`src/rtl/mul_r4_pkg.sv`:
```
package mul_r4_pkg;

    typedef struct packed {
        logic neg;   // digit is negative: invert multiple, inject +1
        logic one;   // |digit| == 1
        logic two;   // |digit| == 2
    } r4_ctl_t;

    // Bias that replaces the removed sign extension of every row:
    // minus the sum of 2^(n+2j) over all rows, kept to 128 bits.
    function automatic logic [127:0] sign_bias(input int n);
        logic [127:0] acc;
        acc = '0;
        for (int j = 0; j < n / 2; j++) begin
            acc = acc + (128'(1) << (n + 2 * j));
        end
        return (~acc) + 128'(1);
    endfunction

endpackage

```
`src/rtl/r4_recoder.sv`:
```
module r4_recoder
    import mul_r4_pkg::*;
(
    input  logic [2:0] window_i,   // {y[2j+1], y[2j], y[2j-1]}
    output r4_ctl_t    ctl_o
);
    logic hi, mid, lo;

    always_comb begin
        hi  = window_i[2];
        mid = window_i[1];
        lo  = window_i[0];
        // negative only when the digit is non-zero (111 is a zero digit)
        ctl_o.neg = hi & ~(mid & lo);
        ctl_o.one = mid ^ lo;
        ctl_o.two = (hi & ~mid & ~lo) | (~hi & mid & lo);
    end
endmodule

```
`src/rtl/r4_multiple.sv`:
```
module r4_multiple
    import mul_r4_pkg::*;
#(
    parameter int N = 8
) (
    input  logic [N-1:0] x_i,
    input  r4_ctl_t      ctl_i,
    output logic [N:0]   row_o     // N+1-bit signed multiple, inverted if negative
);
    logic [N:0] x1, x2, pick;

    always_comb begin
        x1 = {x_i[N-1], x_i};
        x2 = {x_i, 1'b0};
        unique case (1'b1)
            ctl_i.two: pick = x2;
            ctl_i.one: pick = x1;
            default:   pick = '0;
        endcase
        row_o = pick ^ {(N+1){ctl_i.neg}};
    end
endmodule

```
`src/rtl/csa32.sv`:
```
module csa32 #(
    parameter int W = 16
) (
    input  logic [W-1:0] a_i,
    input  logic [W-1:0] b_i,
    input  logic [W-1:0] c_i,
    output logic [W-1:0] sum_o,
    output logic [W-1:0] cry_o
);
    always_comb begin
        sum_o = a_i ^ b_i ^ c_i;
        cry_o = {(a_i[W-2:0] & b_i[W-2:0]) |
                 (a_i[W-2:0] & c_i[W-2:0]) |
                 (b_i[W-2:0] & c_i[W-2:0]), 1'b0};
    end
endmodule

```
`src/rtl/mul_r4_array.sv`:
```
module mul_r4_array
    import mul_r4_pkg::*;
#(
    parameter int N = 8
) (
    input  logic            clk,
    input  logic            rst_n,
    input  logic [N-1:0]    mcand_i,
    input  logic [N-1:0]    mplier_i,
    output logic [2*N-1:0]  prod_o
);
    localparam int PW   = 2 * N;
    localparam int ROWS = N / 2;
    localparam logic [127:0]  BIAS_W = sign_bias(N);
    localparam logic [PW-1:0] BIAS   = BIAS_W[PW-1:0];

    logic [N:0]    ymx;                 // multiplier with y[-1] = 0 appended
    r4_ctl_t       ctl   [ROWS];
    logic [N:0]    mult  [ROWS];
    logic [PW-1:0] row   [ROWS];
    logic [PW-1:0] corr;
    logic [PW-1:0] s_ch  [ROWS];
    logic [PW-1:0] c_ch  [ROWS];
    logic [PW-1:0] prod_d;

    assign ymx = {mplier_i, 1'b0};

    for (genvar j = 0; j < ROWS; j++) begin : g_digit
        r4_recoder u_rec (
            .window_i (ymx[2*j+2 -: 3]),
            .ctl_o    (ctl[j])
        );
        r4_multiple #(.N(N)) u_mul (
            .x_i   (mcand_i),
            .ctl_i (ctl[j]),
            .row_o (mult[j])
        );
        // complemented sign bit, no replication; placed at weight 4^j
        assign row[j] = PW'({~mult[j][N], mult[j][N-1:0]}) << (2 * j);
    end

    // carry-ins sit at bits 2j (< N), bias sits at bits >= N: disjoint
    always_comb begin
        corr = BIAS;
        for (int j = 0; j < ROWS; j++) begin
            corr[2*j] = ctl[j].neg;
        end
    end

    assign s_ch[0] = row[0];
    assign c_ch[0] = corr;

    for (genvar j = 1; j < ROWS; j++) begin : g_csa
        csa32 #(.W(PW)) u_csa (
            .a_i   (s_ch[j-1]),
            .b_i   (c_ch[j-1]),
            .c_i   (row[j]),
            .sum_o (s_ch[j]),
            .cry_o (c_ch[j])
        );
    end

    assign prod_d = s_ch[ROWS-1] + c_ch[ROWS-1];

    always_ff @(posedge clk) begin
        if (!rst_n) prod_o <= '0;
        else        prod_o <= prod_d;
    end
endmodule

```
`config.mk`:
```
export PLATFORM = sky130hd
export DESIGN_NAME = mul_r4_array
export DESIGN_NICKNAME = d
export VERILOG_FILES = /design/src/rtl/mul_r4_pkg.sv /design/src/rtl/r4_recoder.sv /design/src/rtl/r4_multiple.sv /design/src/rtl/csa32.sv /design/src/rtl/mul_r4_array.sv
export SDC_FILE = /design/constraint.sdc
export NUM_CORES = 1
export LEC_CHECK = 0
export BUFFER_PORTS_ARGS = -buffer_cell sky130_fd_sc_hd__buf_2
export CAP_MARGIN = 20
export CORE_AREA = 5 5 87 57
export CTS_CLUSTER_SIZE = 28
export DETAILED_ROUTE_END_ITERATION = 10
export DIE_AREA = 0 0 92 62
export GPL_ROUTABILITY_DRIVEN = 0
export PLACE_DENSITY = 0.77
export REMOVE_ABC_BUFFERS = 1
export SLEW_MARGIN = 20
export SYNTH_ARGS = -nofsm -noshare
export SYNTH_HDL_FRONTEND = slang
export SYNTH_SLANG_ARGS = --single-unit
```
`constraint.sdc`:
```
create_clock -name clk -period 4.7 [get_ports clk]
set_input_delay 0.705 -clock clk [delete_from_list [all_inputs] [get_ports clk]]
set_output_delay 0.705 -clock clk [all_outputs]
set_load 0.01 [all_outputs]
```
==> impl_metrics.json <==
{
  "grt_use_met1": 0.2445,
  "vias": 1937,
  "drc": 0,
  "finalHoldViolCount": 0,
  "yosys.area.top_type": "dfxtp_1",
  "period_share": 0.9132,
  "dp_hpwl_um": 3811,
  "worstPathRequired_ns": 4.84,
  "min_path_cells": 2,
  "cts_tree": "done",
  "dr.pass1.iters": 4,
  "grt_setup_unrepaired": "false",
  "die-area_mm2": 0.005704,
  "synth_cells": 264,
  "clk_pin_slew_ns": 0.06,
  "cts_buffers": 3,
  "yosysSeqAreaShare": 0.1413,
  "netlist.area_leader.share": 0.1413,
  "top_regs": "prod_o: 16 flops",
  "cts_buffer_depth": 2,
  "grt-busiest-layer": "met2",
  "grtUsageMet2": 0.3029,
  "top_register": "prod_o",
  "grt_pass1_vias": 1873,
  "tightest_slew_ns": 0.5666,
  "status": "finished clean",
  "clk_root_buffer_cell": "clkbuf_8",
  "largest_reg_flops": 16,
  "antenna_found_initial": 0,
  "portBuffers": 33,
  "n_fill_cell": 371,
  "ant_nets": 0,
  "min_to": "prod_o[0]",
  "cts_num_sinks": 16,
  "clock.fmax_ghz": 0.2330,
  "timing_worst_setup_path_type": "in -> reg",
  "worstSetupEndpointType": "flop",
  "postSynthAreaPerCell_um2": 8.588,
  "wl_um": 4516,
  "min_from": "mcand_i[0]",
  "grt_max_degree": 19,
  "yosys_register_bits": 16,
  "async_flop_share": 0,
  "min_path_type": "in -> reg",
  "seq_power_share": 0.147,
  "io_pins": 34,
  "min_period_ns": 4.292,
  "path_max_fanout": 18,
  "power_switching_uw": 613.8,
  "drtIter0Drc": 105,
  "coreArea_mm2": 0.004009,
  "p_int_uw": 710.6,
  "die_w_um": 92,
  "viasPerCell": 5.714,
  "htreeDepth": 1,
  "arrival_ns": 4.43,
  "post_drt_wl_per_cell_um": 13.32,
  "syn2layout_area_growth_pct": 11.09,
  "gr-usage-all-layers": 0.1753,
  "yosysWarnings": 0,
  "drive_above_1_share": 0.1696,
  "clkPwrFrac": 0.091,
  "final_nets": 348,
  "setup_viol_count_final": 0,
  "total_power_mw": 1.324,
  "ys_types": 44,
  "synthFlopType": "dfxtp_1",
  "gr-total-overflow": 0,
  "syn-cell-area_mm2": 0.002267,
  "synth_edf_count": 0,
  "fin_tns_setup_ns": 0,
  "pwr-share-comb": 0.762,
  "cts_setup_buffers": 0,
  "peakVddDrop_mv": 0.3370,
  "cap_violations": 0,
  "ys_top_cells_by_area": "dfxtp_1 (14%), fa_1 (14%), ha_1 (13%)",
  "die_h_um": 62,
  "p_sw_frac": 0.4635,
  "cts-resized-gates": 0,
  "antennaDiodeCount": 0,
  "worst_setup_path_start_kind": "primary input",
  "rows": 18,
  "slew_viol_final": 0,
  "use_met3": 0.03610,
  "grt_pass1_wl_um": 8286,
  "p_per_area_mw_per_mm2": 525.8,
  "start_util": 0.5655,
  "relSlewSlack": 0.6197,
  "ctsHoldBuffers": 0,
  "p_leak_nw": 1.202
}
==> power groups by stage <==
stage	Sequential, mW	Combinational [mW]	Clock [mW]
6_report	0.195	1.01	0.121
5_1_grt	0.198	1.16	0.132
4_1_cts	0.196	1.02	0.124
3_5_place_dp	0.198	1.01	0
3_3_place_gp	0.198	0.990	0
2_1_floorplan	0.225	0.769	0
==> through the flow <==
stage / worst slack, ns / hold slack, ns / area, um2 / instances / util
3_5_place_dp: 0.1478 / 1.084 / 2464 / 335 / 0.6145
4_1_cts: 0.4041 / 0.8265 / 2519 / 339 / 0.6283
3_3_place_gp: 0.2464 / 1.088 / 2464 / 335 / 0.6145
5_1_grt: 0.1790 / 0.8427 / 2519 / 339 / 0.6283
2_1_floorplan: 0.4436 / 0.8267 / 2198 / 247 / -
6_report: 0.4078 / 0.8277 / 2519 / 339 / 0.6283
==> synth_stat cells, drive strengths merged (5+ instances only) <==
cell type / count
a21oi: 6
a22oi: 19
and2: 6
buf: 5
clkbuf: 12
dfxtp: 16
fa: 16
ha: 24
inv: 22
mux2i: 5
nand2: 17
nand2b: 14
nand3: 9
nor3: 5
o21ai: 14
xnor2: 9
xor2: 23
==> worst max path at each step <==
stage                     start    endpoint  slack, ns
CTS                 mplier_i[1]  prod_o[13]       0.40
global route        mplier_i[1]  prod_o[12]       0.18
detailed placement  mplier_i[1]  prod_o[13]       0.15
floorplan           mplier_i[3]  prod_o[15]       0.44
global placement    mplier_i[1]  prod_o[12]       0.25
finish              mplier_i[1]  prod_o[12]       0.41
==> kinds of logic (layout without fill, tap and decap cells) <==
group | count (synthesis) | count (layout) | share of synthesized area
xor+xnor | 32 | 32 | 0.1236
fa+ha+maj | 40 | 40 | 0.2737
flops | 16 | 16 | 0.1413
buf+inv | 39 | 64 | 0.06677
mux | 5 | 5 | 0.02208
simple gates | 66 | 66 | 0.1556
compound gates | 66 | 66 | 0.2169
==> metal layers <==
layer / vias to the layer above / share of wire
li1: 968 / -
met4: 0 / 0.0031
met5: - / 0
met3: 2 / 0.054
met2: 49 / 0.45
met1: 918 / 0.49
==> cell usage in the layout, fill, tap and decap left out, drive strengths merged, types with 2 or more instances in the layout <==
cell type  count
clkbuf         4
nand3b         4
a21o           4
xnor2          9
nand2b        14
a22o           3
nor2           4
o21ai         14
fa            16
buf           38
a211oi         2
and2           6
o21a           3
inv           22
ha            24
and3           2
mux2i          5
a21boi         3
a21oi          6
a211o          3
a22oi         19
nor2b          2
nand2         17
nor3           5
nand3          9
a221oi         3
nor3b          2
dfxtp         16
xor2          23
==> area by class of cell <==
| type | count | area [um2] | share of cell area |
|---|---|---|---|
| clock buffer | 4 | 55.05 | 0.02186 |
| inverter | 22 | 82.58 | 0.03279 |
| multi-input combinational | 209 | 1795 | 0.7129 |
| sequential | 16 | 320.3 | 0.1272 |
| tap | 50 | 62.56 | 0.02484 |
| timing repair buffer | 38 | 202.7 | 0.08048 |
==> worst max-delay path, stage by stage <==
cell	delay, ns
buf_2	0.10
buf_4	0.19
o21ai_2	0.34
a22oi_1	0.14
xnor2_1	0.20
fa_1	0.46
fa_1	0.54
inv_1	0.05
fa_1	0.47
ha_1	0.36
o21ai_1	0.11
a221oi_2	0.48
a221oi_2	0.15
mux2i_1	0.13
No activity file was read; power rests on OpenSTA's default activity.
